--- config.mk ---
export PLATFORM = sky130hd
export DESIGN_NAME = pm_interval_timer
export DESIGN_NICKNAME = d
export VERILOG_FILES = /design/src/rtl/pmt_pkg.sv /design/src/rtl/pmt_src_edge.sv /design/src/rtl/pmt_prescale.sv /design/src/rtl/pmt_core.sv /design/src/rtl/pm_interval_timer.sv
export SDC_FILE = /design/constraint.sdc
export NUM_CORES = 1
export LEC_CHECK = 0
export ABC_AREA = 1
export BUFFER_PORTS_ARGS = -buffer_cell sky130_fd_sc_hd__buf_2
export CAP_MARGIN = 5
export CORE_MARGIN = 8
export CORE_UTILIZATION = 60
export DETAILED_ROUTE_END_ITERATION = 16
export PLACE_DENSITY = 0.81
export REMOVE_ABC_BUFFERS = 1
export SETUP_SLACK_MARGIN = 0.15
export SLEW_MARGIN = 20
export SYNTH_ARGS = -nofsm -noshare
export SYNTH_HDL_FRONTEND = slang
export SYNTH_SLANG_ARGS = --single-unit
--- constraint.sdc ---
create_clock -name clk -period 2.6 [get_ports clk]
set_input_delay 0.13 -clock clk [delete_from_list [all_inputs] [get_ports clk]]
set_output_delay 0.13 -clock clk [all_outputs]
set_load 0.03 [all_outputs]
--- src/rtl/pmt_pkg.sv ---
`timescale 1ns/1ps
package pmt_pkg;
    // control word layout
    localparam int CTRL_W  = 16;
    localparam int BIT_EN  = 0;
    localparam int PS_LO   = 1;
    localparam int PS_W    = 3;
    localparam int MD_LO   = 4;
    localparam int BIT_SR  = 6;
    localparam int BIT_REP = 7;
    localparam int SEL_LO  = 11;
    localparam int SEL_W   = 3;
    localparam int BIT_OE  = 15;
    localparam int N_EVPIN = 4;

    typedef enum logic [1:0] {
        ST_IDLE = 2'd0,
        ST_RUN  = 2'd1,
        ST_CLR  = 2'd2
    } tmr_state_e;

    typedef enum logic [1:0] {
        MD_LEVEL  = 2'd0,
        MD_PULSE  = 2'd1,
        MD_TOGGLE = 2'd2,
        MD_RSVD   = 2'd3
    } out_mode_e;
endpackage

--- src/rtl/pmt_src_edge.sv ---
`timescale 1ns/1ps
module pmt_src_edge
    import pmt_pkg::*;
(
    input  logic               clk,
    input  logic               rst_n,
    input  logic               local_stat,
    input  logic [1:0]         gev,
    input  logic [N_EVPIN-1:0] ev_n,
    input  logic [SEL_W-1:0]   sel,
    output logic               dis_edge
);
    localparam int NSRC = 3 + N_EVPIN;

    // index 0 is the "no source" slot, held inactive
    logic [NSRC:0] act_raw, act_q, act_qq, rise;

    assign act_raw = {~ev_n, gev, local_stat, 1'b0};

    always_ff @(posedge clk or negedge rst_n) begin
        if (!rst_n) begin
            act_q  <= '0;
            act_qq <= '0;
        end else begin
            act_q  <= act_raw;
            act_qq <= act_q;
        end
    end

    assign rise = act_q & ~act_qq;

    always_comb begin
        dis_edge = 1'b0;
        for (int i = 0; i <= NSRC; i++) begin
            if (sel == SEL_W'(i)) dis_edge = rise[i];
        end
    end
endmodule

--- src/rtl/pmt_prescale.sv ---
`timescale 1ns/1ps
module pmt_prescale
    import pmt_pkg::*;
(
    input  logic            clk,
    input  logic            rst_n,
    input  logic            run,
    input  logic [PS_W-1:0] ps,
    output logic            tick
);
    localparam int PC_W = (1 << PS_W) - 1;

    logic [PC_W-1:0] pcnt, mask;

    assign mask = ~({PC_W{1'b1}} << ps);
    assign tick = run && (pcnt >= mask);

    always_ff @(posedge clk or negedge rst_n) begin
        if (!rst_n)            pcnt <= '0;
        else if (!run || tick) pcnt <= '0;
        else                   pcnt <= pcnt + 1'b1;
    end
endmodule

--- src/rtl/pmt_core.sv ---
`timescale 1ns/1ps
module pmt_core
    import pmt_pkg::*;
#(
    parameter int CNT_W = 16
) (
    input  logic              clk,
    input  logic              rst_n,
    input  logic              wr_en,
    input  logic              wr_addr,
    input  logic [CTRL_W-1:0] wr_data,
    input  logic              tick,
    input  logic              dis_edge,
    output logic              run_o,
    output logic [PS_W-1:0]   ps_o,
    output logic [SEL_W-1:0]  sel_o,
    output logic [CNT_W-1:0]  count_o,
    output logic              expired_o,
    output logic              evt_o
);
    tmr_state_e state_q, n_state;
    out_mode_e  md_q, n_md;
    logic en_q, rep_q, oe_q, exp_q;
    logic n_en, n_rep, n_oe, n_exp;
    logic [PS_W-1:0]  ps_q, n_ps;
    logic [SEL_W-1:0] sel_q, n_sel;
    logic [CNT_W-1:0] cnt_q, n_cnt, reload_q, n_reload;
    logic wr_ctl, wr_rl, sr_req, expire;
    logic pulse_q, tog_q;

    always_comb begin
        wr_ctl   = wr_en && !wr_addr && (state_q != ST_CLR);
        wr_rl    = wr_en &&  wr_addr && (state_q != ST_CLR);
        sr_req   = wr_ctl && wr_data[BIT_SR];
        n_state  = state_q;
        n_en     = en_q;
        n_rep    = rep_q;
        n_oe     = oe_q;
        n_md     = md_q;
        n_ps     = ps_q;
        n_sel    = sel_q;
        n_cnt    = cnt_q;
        n_reload = reload_q;
        n_exp    = exp_q;
        expire   = 1'b0;
        if (sr_req) begin
            n_state  = ST_CLR;
            n_en     = 1'b0;
            n_rep    = 1'b0;
            n_oe     = 1'b0;
            n_md     = MD_LEVEL;
            n_ps     = '0;
            n_sel    = '0;
            n_cnt    = '0;
            n_reload = '0;
            n_exp    = 1'b0;
        end else begin
            if (wr_ctl) begin
                n_en  = wr_data[BIT_EN];
                n_rep = wr_data[BIT_REP];
                n_oe  = wr_data[BIT_OE];
                n_md  = out_mode_e'(wr_data[MD_LO +: 2]);
                n_ps  = wr_data[PS_LO +: PS_W];
                n_sel = wr_data[SEL_LO +: SEL_W];
            end
            if (wr_rl) begin
                n_reload = wr_data[CNT_W-1:0];
                if (state_q == ST_IDLE) n_cnt = wr_data[CNT_W-1:0];
            end
            unique case (state_q)
                ST_IDLE: begin
                    if (n_en) begin
                        if (dis_edge) begin
                            n_en  = 1'b0;
                            n_rep = 1'b0;
                        end else begin
                            n_state = ST_RUN;
                            n_cnt   = reload_q;
                            n_exp   = 1'b0;
                        end
                    end
                end
                ST_RUN: begin
                    if (dis_edge) begin
                        n_en    = 1'b0;
                        n_rep   = 1'b0;
                        n_state = ST_IDLE;
                    end else if (!n_en) begin
                        n_state = ST_IDLE;
                    end else if (tick) begin
                        if (cnt_q <= CNT_W'(1)) begin
                            expire = 1'b1;
                            if (n_rep) begin
                                n_cnt = reload_q;
                            end else begin
                                n_cnt   = '0;
                                n_en    = 1'b0;
                                n_exp   = 1'b1;
                                n_state = ST_IDLE;
                            end
                        end else begin
                            n_cnt = cnt_q - 1'b1;
                        end
                    end
                end
                ST_CLR:  n_state = ST_IDLE;
                default: n_state = ST_IDLE;
            endcase
        end
    end

    // state register and control fields
    always_ff @(posedge clk or negedge rst_n) begin
        if (!rst_n) begin
            state_q  <= ST_IDLE;
            en_q     <= 1'b0;
            rep_q    <= 1'b0;
            oe_q     <= 1'b0;
            md_q     <= MD_LEVEL;
            ps_q     <= '0;
            sel_q    <= '0;
            cnt_q    <= '0;
            reload_q <= '0;
            exp_q    <= 1'b0;
        end else begin
            state_q  <= n_state;
            en_q     <= n_en;
            rep_q    <= n_rep;
            oe_q     <= n_oe;
            md_q     <= n_md;
            ps_q     <= n_ps;
            sel_q    <= n_sel;
            cnt_q    <= n_cnt;
            reload_q <= n_reload;
            exp_q    <= n_exp;
        end
    end

    // output process
    always_ff @(posedge clk or negedge rst_n) begin
        if (!rst_n) begin
            pulse_q <= 1'b0;
            tog_q   <= 1'b0;
        end else if (sr_req) begin
            pulse_q <= 1'b0;
            tog_q   <= 1'b0;
        end else begin
            pulse_q <= expire;
            tog_q   <= tog_q ^ expire;
        end
    end

    always_comb begin
        unique case (md_q)
            MD_LEVEL:  evt_o = oe_q && (state_q == ST_RUN);
            MD_PULSE:  evt_o = oe_q && pulse_q;
            MD_TOGGLE: evt_o = oe_q && tog_q;
            default:   evt_o = 1'b0;
        endcase
    end

    assign run_o     = (state_q == ST_RUN);
    assign ps_o      = ps_q;
    assign sel_o     = sel_q;
    assign count_o   = cnt_q;
    assign expired_o = exp_q;
endmodule

--- src/rtl/pm_interval_timer.sv ---
`timescale 1ns/1ps
module pm_interval_timer
    import pmt_pkg::*;
#(
    parameter int CNT_W = 16
) (
    input  logic               clk,
    input  logic               rst_n,
    input  logic               wr_en,
    input  logic               wr_addr,
    input  logic [CTRL_W-1:0]  wr_data,
    input  logic               local_stat,
    input  logic [1:0]         gev,
    input  logic [N_EVPIN-1:0] ev_n,
    output logic               evt_o,
    output logic               expired_o,
    output logic [CNT_W-1:0]   count_o
);
    logic             run_w, tick_w, dis_w;
    logic [PS_W-1:0]  ps_w;
    logic [SEL_W-1:0] sel_w;

    pmt_src_edge u_src (
        .clk        (clk),
        .rst_n      (rst_n),
        .local_stat (local_stat),
        .gev        (gev),
        .ev_n       (ev_n),
        .sel        (sel_w),
        .dis_edge   (dis_w)
    );

    pmt_prescale u_pre (
        .clk   (clk),
        .rst_n (rst_n),
        .run   (run_w),
        .ps    (ps_w),
        .tick  (tick_w)
    );

    pmt_core #(.CNT_W(CNT_W)) u_core (
        .clk       (clk),
        .rst_n     (rst_n),
        .wr_en     (wr_en),
        .wr_addr   (wr_addr),
        .wr_data   (wr_data),
        .tick      (tick_w),
        .dis_edge  (dis_w),
        .run_o     (run_w),
        .ps_o      (ps_w),
        .sel_o     (sel_w),
        .count_o   (count_o),
        .expired_o (expired_o),
        .evt_o     (evt_o)
    );
endmodule

==> results.json, run 1 <==
{
  "cts_tree": "built",
  "syn-cell-area_um2": 4710,
  "yosysTopAreaCell": "dfrtp_1",
  "antenna_left": 0,
  "leakagePower_nw": 2.85,
  "synth_area_leaders": "dfrtp_1 (37%), nand2_1 (15%), nor2_1 (7.9%)",
  "rr_worst_depth": 14,
  "dp_hpwl_mm": 8.89,
  "slew_violations": 0,
  "clk_transition_reported_paths_ps": 90,
  "period_needed_ps": 2240,
  "initial_core_util_pct": 61.3,
  "finClkSkew_ps": 10.9,
  "cts_root_buf": "clkbuf_8",
  "setup_viol": 0,
  "yosysWarnings": 0,
  "synth_cells": 689,
  "via_per_inst": 5.55,
  "antenna_found_initial": 0,
  "power_density_nw_per_um2": 962,
  "cap_violations": 0,
  "wl_mm": 12.6,
  "path_max_fanout": 19,
  "crit_path_frequent_cell": "nor2_1",
  "drive_gt1_share_pct": 15.1,
  "worstSetupPathType": "flip-flop to primary output",
  "grt_pass1_wl_mm": 21.1,
  "yosys.cell_types.count": 39,
  "grt-ovfl-total": 0,
  "grt_pass1_vias": 4616,
  "crit_slowest_cell": "dfrtp_1",
  "synth_top_area_share_pct": 36.6,
  "min_to": "u_core.reload_q[9]",
  "regToRegEndpoint": "u_core.count_o[3]",
  "status": "finished, final reports clean",
  "worstPathArrival_ps": 2110,
  "period_share_pct": 86.0,
  "clock_latency_ps": 360,
  "avgRoutedWirePerCell_um": 14.9,
  "drc": 0,
  "final_cell_mix": "nand2_1 (193), nor2_1 (99), inv_1 (96)",
  "htree_levels": 3,
  "gp_congestion": 0.865,
  "hold_viol_final": 0,
  "drt_iter0_markers": 425,
  "area_delta_synth_final_pct": 13.0,
  "tightest_slew_ps": 638,
  "fmax_mhz": 447,
  "firstDrtPassIters": 5,
  "vias": 4712,
  "relSlewSlack_pct": 57.4,
  "reg2reg_slack_ps": 400,
  "fin_tns_setup_ps": 0,
  "ys_seq_area_share_pct": 36.6,
  "critPathMaxStageDelay_ps": 470,
  "layout_commonest_cell": "nand2_1",
  "startpoint_type": "flip-flop",
  "min_path_type": "primary input to flip-flop",
  "rsz0062_at_grt": "false",
  "avgSynthCellArea_um2": 6.84,
  "ys_ff_latch": 69,
  "cp-end-kind": "primary output",
  "crit_chain": "nor2_1 > buf_4 > nor2_1 > a2111oi_0 > buf_2",
  "min-delay-start": "wr_data[9]",
  "num-nets-final": 782,
  "std_cell_rows": 32,
  "clock_sinks": 69,
  "hold_depth": 3,
  "antenna_cells": 0,
  "chipHeight_um": 105,
  "rr_startpoint": "u_core.ps_o[2]",
  "io_pins": 45,
  "die_w_um": 105,
  "grtUsageTotal_pct": 23.3,
  "vdd_drop_max_mv": 0.458,
  "grt_max_degree": 70,
  "postCtsSetupRepairBufs": 0,
  "cts_buffers": 9,
  "cp.required_ps": 2470,
  "cts.path.max_buffers": 2,
  "hold_slack_ps": 5.41,
  "die_area_um2": 10900,
  "coreArea_um2": 7690,
  "io_buffers": 44
}
synthesized netlist by cell type, drive strengths merged:
library cell,instances
a2111oi,1
o211ai,2
inv,103
buf,15
nand3,52
a21oi,10
o21bai,8
nand3b,3
a21boi,1
nor2,108
xor2,7
a311oi,1
nand2,203
nor3,2
o22ai,7
nor4,1
nor3b,2
clkbuf,5
dfrtp,69
nand4,3
o21a,2
clkinv,1
or2,1
o21ai,69
ha,13
registers in the layout (all words and copies together) (netlist names):
register,flops
u_core.rep_q,1
u_core.state_q,2
u_src.act_q,7
u_core.expired_o,1
u_core.sel_o,3
u_pre.pcnt,7
u_core.oe_q,1
u_core.md_q,2
u_core.reload_q,16
u_core.ps_o,3
u_core.count_o,16
u_core.pulse_q,1
u_core.tog_q,1
u_src.act_qq,7
u_core.en_q,1
critical path: cells and delay by family (launching register included):
kind,cells,cell delay (ps)
flops,1,470
buf+inv,2,610
simple gates,2,390
compound gates,1,280
per-stage QoR:
step / power (mW) / instance area [µm²] / worst slack [ps] / util, % / instances
after global placement: 3.97 / 4980 / 394 / 64.8 / 823
after detailed placement: 4.06 / 4980 / 263 / 64.8 / 823
after CTS: 5.11 / 5310 / 245 / 69.1 / 849
after global routing: 5.51 / 5320 / 169 / 69.3 / 849
final: 5.12 / 5320 / 364 / 69.3 / 849
after floorplan: 3.38 / 4560 / -275 / - / 669
power by group:
| group | total, mW | internal [mW] | switching (mW) |
|---|---|---|---|
| Combinational | 2.51 | 0.833 | 1.67 |
| Clock | 1.02 | 0.555 | 0.465 |
| Sequential | 1.60 | 1.31 | 0.281 |
| Total | 5.12 | 2.70 | 2.42 |
metal layers:
metal	track usage, %	vias to the layer above	wire, µm
met5	0	-	0
met4	12.3	0	524
met3	4.30	50	975
met2	40.6	216	6130
met1	26.6	2182	5010
li1	-	2264	-
how the worst max path moves through the flow:
stage,from,to,slack [ps],cells past startpoint
after global routing,u_core.ps_o[2],u_core.count_o[12],170,14
after global placement,u_core.ps_o[2],u_core.tog_q,390,12
after floorplan,u_core.state_q[1],evt_o,-280,3
after CTS,u_core.ps_o[2],u_core.tog_q,240,13
after detailed placement,u_core.ps_o[2],u_core.tog_q,260,13
final,u_core.state_q[1],evt_o,360,5
repair_timing:
action	in CTS	in global routing
hold buffers	10	0
resized for setup	0	3
hold endpoints to repair	78	0
endpoints found under the setup margin	0	17
cell families after synthesis:
logic type      Yosys count  share of synthesized area (%)
simple gates            375                           34.2
fa+ha+maj                13                           3.45
xor+xnor                  7                           1.30
flops                    69                           36.6
buf+inv                 124                           11.5
compound gates          101                           13.0
area by class of cell:
class	count	area [µm²]
timing repair buffer	62	393
multi-input combinational	496	2460
tap	102	128
sequential	69	1730
clock inverter	7	105
fill	665	2360
inverter	104	390
clock buffer	9	124
Note: power is estimated with default switching activity, not from simulation.
==> run 2: changes to the inputs <==
--- a/config.mk
+++ b/config.mk
@@ -9,9 +9,10 @@
 export BUFFER_PORTS_ARGS = -buffer_cell sky130_fd_sc_hd__buf_2
 export CAP_MARGIN = 5
 export CORE_MARGIN = 8
-export CORE_UTILIZATION = 60
+export CORE_UTILIZATION = 62
+export CTS_BUF_LIST = sky130_fd_sc_hd__clkbuf_8
 export DETAILED_ROUTE_END_ITERATION = 16
-export PLACE_DENSITY = 0.81
+export PLACE_DENSITY = 0.83
 export REMOVE_ABC_BUFFERS = 1
 export SETUP_SLACK_MARGIN = 0.15
 export SLEW_MARGIN = 20
==> run 2 against run 1 <==
Effect of this change:
- the flow now finishes with violations (hold timing)
- fmax increased by 0.86%
- core utilization rose by 3.3 points
- first-iteration DRC count is 19% lower
- clock power is 8% lower
- cell count fell by 0.24%
- register-to-register slack hardly changed
- final area is 0.61% lower
- combinational power barely moved
- clock skew decreased by 2.0 ps
- largest power group unchanged
- highest routed layer is now met5
- worst hold slack got worse by 8.4 ps
- sequential power is essentially flat
- sequential share of layout area is 0.20 points higher
==> results.json, run 2 (same netlist as run 1, synthesis figures left out) <==
{
  "status": "finished, violations left",
  "violations": "hold timing",
  "layout_commonest_cell": "nand2_1",
  "worstPathArrival_ps": 2090,
  "worstSetupPathType": "flip-flop to primary output",
  "reg2reg_slack_ps": 390,
  "leakagePower_nw": 2.85,
  "antenna_left": 0,
  "p_int_mw": 2.63,
  "tightest_slew_ps": 891,
  "grtUsageTotal_pct": 25.6,
  "cts_tree": "built",
  "crit_slowest_cell": "dfrtp_1",
  "min_path_type": "primary input to flip-flop",
  "seqPwrFrac_pct": 31.5,
  "clk_transition_reported_paths_ps": 80,
  "drt_iter0_markers": 346,
  "period_needed_ps": 2220,
  "hold_depth": 3,
  "path_delay_family": "buffers and inverters",
  "coreArea_um2": 7290,
  "vdd_drop_max_mv": 0.458,
  "dp_hpwl_mm": 9.05,
  "std_cell_rows": 31,
  "path_max_fanout": 12,
  "die_area_um2": 10600,
  "startpoint": "u_core.state_q[1]",
  "rr_startpoint": "u_core.ps_o[2]",
  "rr_worst_depth": 14,
  "area_delta_synth_final_pct": 12.3,
  "relSlewSlack_pct": 40.6,
  "gp_congestion": 0.898,
  "period_share_pct": 85.3,
  "htree_levels": 3,
  "crit_path_frequent_cell": "nor2_1",
  "grt_pass1_wl_mm": 21.1,
  "clkPwrFrac_pct": 18.5,
  "cts_buffers": 9,
  "grt_pass1_vias": 4563,
  "avgRoutedWirePerCell_um": 15.2,
  "vias": 4701,
  "firstDrtPassIters": 5,
  "post-place-ws_ps": 269,
  "postCtsSetupRepairBufs": 0,
  "grt_max_degree": 36,
  "numPlacedInstances": 822,
  "cap_violations": 0,
  "rsz0062_at_grt": "false",
  "final_cell_mix": "nand2_1 (193), nor2_1 (99), inv_1 (96)",
  "die_w_um": 103,
  "startpoint_type": "flip-flop",
  "slew_violations": 0,
  "num-nets-final": 783,
  "regToRegEndpoint": "u_core.count_o[7]",
  "switching_share_pct": 47.9,
  "antenna_found_initial": 1,
  "io_buffers": 44,
  "setup_viol": 0,
  "cts_root_buf": "clkbuf_8",
  "cp-end-kind": "primary output",
  "crit_chain": "nor2_1 > buf_4 > nor2_1 > a2111oi_0 > buf_2",
  "min-delay-start": "wr_data[10]",
  "combPwrFrac_pct": 50.0,
  "final_cells": 847,
  "chipHeight_um": 103,
  "worst_slack_ps": 383,
  "p_sw_mw": 2.42,
  "cp.required_ps": 2470,
  "drc": 0,
  "power_density_nw_per_um2": 954,
  "hold_slack_ps": -2.98,
  "cts.path.max_buffers": 2,
  "finClkSkew_ps": 8.95,
  "min_to": "u_core.reload_q[10]",
  "clock_latency_ps": 370,
  "antenna_cells": 0,
  "clock_sinks": 69,
  "fmax_mhz": 451,
  "io_pins": 45,
  "wl_mm": 12.8,
  "drive_gt1_share_pct": 15.4,
  "grt-ovfl-total": 0,
  "critPathMaxStageDelay_ps": 470,
  "via_per_inst": 5.55,
  "hold_viol_final": 1,
  "initial_core_util_pct": 64.6,
  "critical_path_buf_inv_count": 2
}
run 2: cell type report:
cell class                 count  area [µm²]
multi-input combinational    496        2460
fill                         629        2000
sequential                    69        1730
inverter                     104         390
timing repair buffer          63         385
clock buffer                  10         138
tap                           99         124
clock inverter                 6        70.1
run 2: routing by layer:
layer	track usage [%]	routed length, µm	up-vias
met5	0	27	-
met4	14.6	423	2
met3	4.89	1010	37
met2	44.0	6310	218
met1	29.3	5060	2170
li1	-	-	2274
run 2: worst max-delay path by stage:
stage,to,slack (ps),depth (start not counted)
floorplan,evt_o,-280,3
global placement,u_core.tog_q,400,12
detailed placement,u_core.tog_q,270,13
CTS,u_core.tog_q,210,13
global route,u_core.count_o[8],220,12
finish,evt_o,380,5
run 2: worst register-to-register path, cell delays in order, from the launching register on:
cell and delay [ps]:
dfrtp_1 450, nor2_1 180, nand2_1 90, ha_1 290, nand2_1 40, nor2_1 90
nand4_1 90, nand3_1 110, nand2_2 130, inv_1 130, nand2_4 150, nand2_1 110
nand2_1 60, nor2_1 110, nor2_1 60
run 2: power groups by stage:
stage / Combinational, mW / Clock, mW / Sequential (mW)
after floorplan: 1.58 / 0 / 1.80
after global placement: 2.39 / 0 / 1.59
after detailed placement: 2.47 / 0 / 1.60
after CTS: 2.49 / 0.939 / 1.58
after global routing: 2.81 / 0.988 / 1.62
final: 2.52 / 0.935 / 1.59
run 2: per-stage QoR:
step / setup TNS (ps) / cell area [µm²] / utilization [%] / total power [mW]
finish: 0 / 5290 / 72.6 / 5.05
detailed placement: 0 / 4980 / 68.3 / 4.07
global placement: 0 / 4980 / 68.3 / 3.99
global route: 0 / 5290 / 72.6 / 5.42
CTS: 0 / 5280 / 72.4 / 5.02
floorplan: -275 / 4560 / - / 3.38
run 2: timing repair:
action,in CTS,in global routing
resized for setup,0,3
endpoints found under the hold margin,41,0
hold buffers,9,0
setup endpoints to repair,0,15
